--- src/rtl/bpu_pkg.sv ---
package bpu_pkg;

  typedef logic [7:0] byte_t;

  typedef struct packed {
    logic [1:0]  lanes;
    logic [15:0] data;
  } word_t;

  localparam logic [1:0] LANES_BOTH = 2'b11;
  localparam logic [1:0] LANES_HI   = 2'b10;
  localparam logic [1:0] LANES_LO   = 2'b01;

  typedef enum logic [2:0] {
    ACT_NONE,
    ACT_HOLD,
    ACT_PAIR,
    ACT_MARRY,
    ACT_TAIL,
    ACT_STASH,
    ACT_FLUSH
  } act_e;

  // Build a word; disabled lanes are forced to zero.
  function automatic word_t make_word(input byte_t hi, input byte_t lo,
                                      input logic [1:0] lanes);
    word_t w;
    w.lanes      = lanes;
    w.data[15:8] = lanes[1] ? hi : 8'h00;
    w.data[7:0]  = lanes[0] ? lo : 8'h00;
    return w;
  endfunction

  // Decide what the assembler does with this cycle's byte or flush slot.
  function automatic act_e pick_action(input logic res_v, input logic hold_v,
                                       input logic last, input logic chain,
                                       input logic take, input logic flush);
    act_e a;
    a = ACT_NONE;
    if (flush)           a = ACT_FLUSH;
    else if (take) begin
      if (res_v)         a = ACT_MARRY;
      else if (hold_v)   a = ACT_PAIR;
      else if (!last)    a = ACT_HOLD;
      else if (chain)    a = ACT_STASH;
      else               a = ACT_TAIL;
    end
    return a;
  endfunction

  function automatic logic [31:0] addr_step(input logic [31:0] a);
    return a + 32'd1;
  endfunction

endpackage

--- src/rtl/bpu_cmd_seq.sv ---
module bpu_cmd_seq #(
  parameter int CNT_W  = 8,
  parameter int ADDR_W = 16
) (
  input  logic              clk,
  input  logic              rst_n,
  input  logic              cmd_valid,
  input  logic [CNT_W-1:0]  cmd_count,
  input  logic [ADDR_W-1:0] cmd_addr,
  input  logic              cmd_chain,
  input  logic              out_busy,
  input  logic              byte_take,
  input  logic              res_valid,
  output logic              cmd_ready,
  output logic              active,
  output logic              rem_zero,
  output logic              byte_last,
  output logic              chain_q,
  output logic [ADDR_W-1:0] addr_q
);

  localparam logic [CNT_W-1:0] ONE = CNT_W'(1);

  logic [CNT_W-1:0] rem_q;
  logic             active_q;
  logic             cmd_take;
  logic             done_evt;

  assign active    = active_q;
  assign cmd_ready = !active_q && !out_busy;
  assign cmd_take  = cmd_valid && cmd_ready;
  assign rem_zero  = (rem_q == '0);
  assign byte_last = (rem_q == ONE);
  // A plain command also waits for its residual flush before finishing.
  assign done_evt  = active_q && rem_zero && (chain_q || !res_valid);

  always_ff @(posedge clk) begin
    if (!rst_n) begin
      active_q <= 1'b0;
      rem_q    <= '0;
      addr_q   <= '0;
      chain_q  <= 1'b0;
    end else if (cmd_take) begin
      active_q <= 1'b1;
      rem_q    <= cmd_count;
      addr_q   <= cmd_addr;
      chain_q  <= cmd_chain;
    end else begin
      if (byte_take) begin
        rem_q  <= rem_q - ONE;
        addr_q <= ADDR_W'(bpu_pkg::addr_step(32'(addr_q)));
      end
      if (done_evt) active_q <= 1'b0;
    end
  end

  AST_BYTE_IN_MOVE: assert property (@(posedge clk) disable iff (!rst_n)
    byte_take |-> active_q && !rem_zero);
  AST_ADDR_STEP: assert property (@(posedge clk) disable iff (!rst_n)
    byte_take |=> addr_q == ADDR_W'($past(addr_q) + 1'b1));
  AST_CMD_LOCK: assert property (@(posedge clk) disable iff (!rst_n)
    cmd_take |=> !cmd_ready);

endmodule

--- src/rtl/bpu_pair_asm.sv ---
module bpu_pair_asm
  import bpu_pkg::*;
(
  input  logic  clk,
  input  logic  rst_n,
  input  logic  byte_take,
  input  byte_t byte_in,
  input  logic  byte_last,
  input  logic  chain,
  input  logic  flush_take,
  output logic  push,
  output word_t word,
  output logic  res_valid,
  output byte_t res_byte
);

  byte_t hold_q;
  logic  hold_v;
  logic  res_v;
  act_e  act;
  logic  res_set;

  assign act       = pick_action(res_v, hold_v, byte_last, chain, byte_take, flush_take);
  assign res_valid = res_v;
  assign res_set   = (act == ACT_STASH);

  always_comb begin
    push = 1'b0;
    word = '0;
    case (act)
      ACT_MARRY: begin push = 1'b1; word = make_word(byte_in, res_byte, LANES_BOTH); end
      ACT_PAIR:  begin push = 1'b1; word = make_word(hold_q, byte_in, LANES_BOTH);   end
      ACT_TAIL:  begin push = 1'b1; word = make_word(byte_in, 8'h00, LANES_HI);      end
      ACT_FLUSH: begin push = 1'b1; word = make_word(8'h00, res_byte, LANES_LO);     end
      default:   begin push = 1'b0; word = '0;                                       end
    endcase
  end

  always_ff @(posedge clk) begin
    if (!rst_n) begin
      hold_q   <= '0;
      hold_v   <= 1'b0;
      res_byte <= '0;
      res_v    <= 1'b0;
    end else begin
      case (act)
        ACT_HOLD:  begin hold_q <= byte_in; hold_v <= 1'b1; end
        ACT_PAIR:  hold_v <= 1'b0;
        ACT_STASH: begin res_byte <= byte_in; res_v <= 1'b1; end
        ACT_MARRY, ACT_FLUSH: res_v <= 1'b0;
        default: ;
      endcase
    end
  end

  AST_RES_CONSUMED: assert property (@(posedge clk) disable iff (!rst_n)
    res_v && (byte_take || flush_take) |=> !res_v);
  AST_STASH_CHAINED: assert property (@(posedge clk) disable iff (!rst_n)
    res_set |-> chain && byte_last);
  AST_FLUSH_HAS_RES: assert property (@(posedge clk) disable iff (!rst_n)
    flush_take |-> res_v && !byte_take);

endmodule

--- src/rtl/bpu_out_stage.sv ---
module bpu_out_stage
  import bpu_pkg::*;
(
  input  logic        clk,
  input  logic        rst_n,
  input  logic        push,
  input  word_t       word_in,
  input  logic        out_ready,
  output logic        can_accept,
  output logic        out_valid,
  output logic [15:0] out_word,
  output logic [1:0]  out_lanes
);

  word_t w_q;
  logic  v_q;

  assign can_accept = !v_q || out_ready;
  assign out_valid  = v_q;
  assign out_word   = w_q.data;
  assign out_lanes  = w_q.lanes;

  always_ff @(posedge clk) begin
    if (!rst_n) begin
      v_q <= 1'b0;
      w_q <= '0;
    end else if (push) begin
      v_q <= 1'b1;
      w_q <= word_in;
    end else if (out_ready) begin
      v_q <= 1'b0;
    end
  end

  AST_NO_OVERFLOW: assert property (@(posedge clk) disable iff (!rst_n)
    push |-> can_accept);
  AST_STALL_HOLD: assert property (@(posedge clk) disable iff (!rst_n)
    out_valid && !out_ready |=> out_valid && $stable(out_word) && $stable(out_lanes));
  AST_LANES_LIVE: assert property (@(posedge clk) disable iff (!rst_n)
    out_valid |-> out_lanes != 2'b00);

endmodule

--- src/rtl/byte_pair_unit.sv ---
module byte_pair_unit
  import bpu_pkg::*;
#(
  parameter int CNT_W  = 8,
  parameter int ADDR_W = 16
) (
  input  logic              clk,
  input  logic              rst_n,
  input  logic              cmd_valid,
  output logic              cmd_ready,
  input  logic [CNT_W-1:0]  cmd_count,
  input  logic [ADDR_W-1:0] cmd_addr,
  input  logic              cmd_chain,
  output logic [ADDR_W-1:0] src_addr,
  input  logic              src_valid,
  output logic              src_ready,
  input  logic [7:0]        src_byte,
  output logic              out_valid,
  input  logic              out_ready,
  output logic [15:0]       out_word,
  output logic [1:0]        out_lanes,
  output logic              resid_pend
);

  logic  active, rem_zero, byte_last, chain_q;
  logic  byte_take, flush_take, can_accept, push, res_valid;
  word_t word;
  byte_t res_byte;

  assign src_ready  = active && !rem_zero && can_accept;
  assign byte_take  = src_valid && src_ready;
  assign flush_take = active && rem_zero && !chain_q && res_valid && can_accept;
  assign resid_pend = res_valid;

  bpu_cmd_seq #(.CNT_W(CNT_W), .ADDR_W(ADDR_W)) u_seq (
    .clk(clk), .rst_n(rst_n),
    .cmd_valid(cmd_valid), .cmd_count(cmd_count), .cmd_addr(cmd_addr),
    .cmd_chain(cmd_chain), .out_busy(out_valid), .byte_take(byte_take),
    .res_valid(res_valid), .cmd_ready(cmd_ready), .active(active),
    .rem_zero(rem_zero), .byte_last(byte_last), .chain_q(chain_q),
    .addr_q(src_addr)
  );

  bpu_pair_asm u_asm (
    .clk(clk), .rst_n(rst_n),
    .byte_take(byte_take), .byte_in(src_byte), .byte_last(byte_last),
    .chain(chain_q), .flush_take(flush_take),
    .push(push), .word(word), .res_valid(res_valid), .res_byte(res_byte)
  );

  bpu_out_stage u_out (
    .clk(clk), .rst_n(rst_n),
    .push(push), .word_in(word), .out_ready(out_ready),
    .can_accept(can_accept), .out_valid(out_valid),
    .out_word(out_word), .out_lanes(out_lanes)
  );

  AST_PLAIN_ENDS_CLEAN: assert property (@(posedge clk) disable iff (!rst_n)
    $fell(active) && !chain_q |-> !resid_pend);
  AST_CHAIN_ZERO_KEEP: assert property (@(posedge clk) disable iff (!rst_n)
    active && rem_zero && chain_q && resid_pend |=> resid_pend && $stable(res_byte));

endmodule

--- config.mk ---
export PLATFORM = sky130hd
export DESIGN_NAME = byte_pair_unit
export DESIGN_NICKNAME = d
export VERILOG_FILES = /design/src/rtl/bpu_pkg.sv /design/src/rtl/bpu_cmd_seq.sv /design/src/rtl/bpu_pair_asm.sv /design/src/rtl/bpu_out_stage.sv /design/src/rtl/byte_pair_unit.sv
export SDC_FILE = /design/constraint.sdc
export NUM_CORES = 1
export LEC_CHECK = 0
export BUFFER_PORTS_ARGS = -buffer_cell sky130_fd_sc_hd__buf_2
export CAP_MARGIN = 20
export CORE_ASPECT_RATIO = 0.8
export CORE_MARGIN = 10
export CORE_UTILIZATION = 54
export DETAILED_ROUTE_END_ITERATION = 6
export MAX_ROUTING_LAYER = met4
export PLACE_DENSITY = 0.8
export REMOVE_ABC_BUFFERS = 1
export SYNTH_ARGS = -nofsm -noshare
export SYNTH_HDL_FRONTEND = slang
export SYNTH_SLANG_ARGS = --single-unit
--- constraint.sdc ---
create_clock -name clk -period 2.45 [get_ports clk]
set_input_delay 0.245 -clock clk [delete_from_list [all_inputs] [get_ports clk]]
set_output_delay 0.245 -clock clk [all_outputs]
set_load 0.01 [all_outputs]
==> qor.csv <==
stage,metric,value,unit
synth,synthAdderAreaFrac,0.0147,
power,p_leak,0.00158,µW
power,ir_drop,345,µV
power,p_per_area,607,nW/µm²
global_routing,grt_max_degree,49,
power,swShare,0.305,
critical_path,endpoint_kind,flop,
layout,final_common_cell,buf_2,
synth,ys.flop_type,dfxtp_1,
synth,yosysSeqAreaShare,0.370,
synth,syn_avg_cell_area,8.61,µm²
synth,synth_top_family_by_area,compound AO/OA/AOI/OAI gates,
critical_path,ff2ff_path_depth,8,
floorplanning,die_w,109,µm
timing,finClkSkew,0.0106,ns
cts,clock_path_buffers,2,
floorplanning,fp-row-count,25,
synth,synth.area.top_cells,"dfxtp_1 (37%), a21oi_1 (5.7%), mux2i_1 (5.0%)",
detailed_routing,wl_per_cell,17.7,µm
global_routing,grt_antenna_before_repair,0,
power,net-switching-power,749,µW
synth,synth_top_area_frac,0.370,
synth,synth_area_leader_cell,dfxtp_1,
timing,max_freq,0.449,GHz
synth,synth_cell_types,58,
global_routing,grt_usage,0.202,
cts,clk_latency,0.35,ns
synth,synth_simple_gate_area_share,0.210,
global_routing,grt_pass1_wl,16.2,mm
timing,finalSetupViolCount,0,
placement,dp_hpwl,6.96,mm
layout,nNetsFinal,509,
detailed_routing,dr.pass1.iters,5,
synth,synth_xor_area_frac,0.0514,
timing,min_period_over_period,0.909,
detailed_routing,drc,0,
layout,stdcell_area,4050,µm²
placement,dpl_cell_area,3860,µm²
cts,clock-sinks,63,
cts,h-tree-depth,3,
critical_path,criticalPathCategory,reg -> reg,
cts,cts_tree,built,
floorplanning,ios,76,
cts,cts.clk_slew.worst_paths,0.07,ns
timing,worst_pin_slew,0.877,ns
power,finalPower,2460,µW
placement,portBuffers,75,
cts,cts_root_buffer,clkbuf_8,
timing,min_period,2.23,ns
critical_path,reg2reg_from,u_seq.rem_q[0]$_SDFFE_PN0P_,
worst_hold_path,min_path_cells,3,
synth,synth-edff-count,0,
critical_path,cp_max_fo,6,
floorplanning,dieArea,9910,µm²
power,internal_power,1710,µW
detailed_routing,routed_wl,9.76,mm
synth,synth_seq_cells,63,
synth,ys.warnings.count,0,
cts,cts_made_buffers,9,
power,power_frac_comb,0.191,
floorplanning,die_h,91.1,µm
layout,syn2layout_area_growth,18.8,%
global_routing,grt_overflow,0,
timing,hold_viol_final,0,
global_routing,first_global_vias,3224,
synth,synth-compound-area-share,0.239,
detailed_routing,via_count,3255,
power,pwr-share-clk,0.341,
detailed_routing,ant_nets,0,
run,max-cap-violations,0,
detailed_routing,drt_iter0_markers,249,
worst_hold_path,holdPathEnd,u_seq.chain_q$_SDFFE_PN0P_,
critical_path,worstPathRequired,2.64,ns
floorplanning,initial_utilization,0.568,
placement,gp_congestion,0.865,
worst_hold_path,hold_path.class,in -> reg,
synth,syn-cell-area,3410,µm²
cts,cts_hold_buf,0,
layout,diodes,0,
detailed_routing,viasPerCell,5.90,
critical_path,worstSetupStartpointType,flop,
power,seqPwrFrac,0.467,
timing,finalMaxSlewViolations,0,
worst_hold_path,hold_start,cmd_chain,
outcome,status,completed,
critical_path,rr_endpoint,u_asm.res_byte[3]$_SDFFE_PN0N_,
layout,drive_above_1_share,0.291,
synth,yosys-mux-area-fraction,0.0540,
floorplanning,placeableCoreArea,6010,µm²
timing,relSlewSlack,0.415,
synth,async_flop_share,0,
synth,synthCells,396,
critical_path,rrSetupSlack,0.22,ns
layout,mostFrequentLayoutCells,"buf_2 (75), dfxtp_1 (63), a21oi_1 (38)",
critical_path,cp.arrival,2.42,ns
timing,grt_setup_unrepaired,no,
layout,num-fill-cells,522,
Yosys cell counts, types with 10 or more instances:
| master | instances |
|---|---|
| dfxtp_1 | 63 |
| clkbuf_1 | 18 |
| mux2i_1 | 17 |
| xnor2_1 | 14 |
| nand3_1 | 10 |
| a21oi_1 | 39 |
| nor3_1 | 14 |
| nor2_1 | 32 |
| inv_1 | 13 |
| o21ai_0 | 22 |
| nand2_1 | 37 |
state kept, by name (all words and copies together), names as in the netlist:
name             cells
u_asm.hold_q         8
u_asm.hold_v         1
u_asm.res_byte       8
u_asm.res_valid      1
u_out.out_lanes      2
u_out.out_valid      1
u_out.out_word      16
u_seq.active         1
u_seq.addr_q        16
u_seq.chain_q        1
u_seq.rem_q          8
how the worst max path moves through the flow:
stage,from,endpoint,cells past startpoint
floorplan,u_seq.active$_SDFFE_PN0P_,u_asm.hold_q[0]$_SDFFE_PN0N_,5
global placement,u_seq.rem_q[0]$_SDFFE_PN0P_,u_out.out_word[1]$_SDFFE_PN0P_,7
detailed placement,u_seq.rem_q[0]$_SDFFE_PN0P_,u_out.out_word[2]$_SDFFE_PN0P_,7
CTS,u_seq.rem_q[0]$_SDFFE_PN0P_,u_out.out_word[7]$_SDFFE_PN0P_,7
global route,u_seq.rem_q[0]$_SDFFE_PN0P_,u_out.out_word[7]$_SDFFE_PN0P_,7
finish,u_seq.rem_q[0]$_SDFFE_PN0P_,u_asm.res_byte[3]$_SDFFE_PN0N_,8
routing by layer:
layer  vias up  routed length, µm  GRT usage  part of all wire
li1       1586                  -          -                 -
met1      1512               4500      0.262              0.46
met2       140               4460      0.302              0.46
met3        17                650     0.0438             0.067
met4         0                153     0.0713             0.016
met5         -                  0          -                 0
per-stage QoR:
stage | worst slack [ns] | TNS [ns] | util | cells | hold slack (ns)
6_report | 0.223 | 0 | 0.674 | 552 | 0.145
5_1_grt | 0.0399 | 0 | 0.674 | 552 | 0.173
4_1_cts | 0.0439 | 0 | 0.673 | 552 | 0.141
3_5_place_dp | 0.0846 | 0 | 0.643 | 537 | 0.457
3_3_place_gp | 0.233 | 0 | 0.643 | 537 | 0.443
2_1_floorplan | -1.26 | -11.35 | - | 364 | 0.362
power groups by stage:
| stage | sequential (µW) | combinational, µW | clock (µW) |
|---|---|---|---|
| 6_report | 1150 | 471 | 839 |
| 5_1_grt | 1160 | 519 | 893 |
| 4_1_cts | 1150 | 465 | 853 |
| 3_5_place_dp | 1170 | 460 | 0 |
| 3_3_place_gp | 1170 | 449 | 0 |
| 2_1_floorplan | 1180 | 260 | 0 |
cells by family after synthesis:
| logic type | count (synthesis) |
|---|---|
| XOR/XNOR | 20 |
| AO/OA/AOI/OAI | 113 |
| flip-flops | 63 |
| multiplexers | 18 |
| buffers and inverters | 45 |
| adder cells (fa/ha/maj) | 4 |
| AND/OR/NAND/NOR | 133 |
cell type report:
cell class | count | area (µm²) | share of cell area
Clock buffer | 12 | 165 | 0.0408
Clock inverter | 3 | 17.5 | 0.00433
Timing Repair Buffer | 92 | 503 | 0.124
Inverter | 13 | 48.8 | 0.0121
Multi-Input combinational cell | 288 | 1950 | 0.482
Sequential cell | 63 | 1260 | 0.311
Tap cell | 81 | 101 | 0.0250
repair_timing:
item	in CTS	in global routing
setup buffers	0	0
setup endpoints to repair	0	15
resized for setup	0	2
worst max-delay path, stage by stage, from the launching register on:
cell	delay [ns]
dfxtp_1	0.43
inv_1	0.10
ha_1	0.28
nor4b_1	0.32
and3_1	0.23
o211ai_1	0.23
buf_4	0.27
mux2i_1	0.15
nor2_1	0.06
Note: power is estimated with default switching activity, not from simulation.
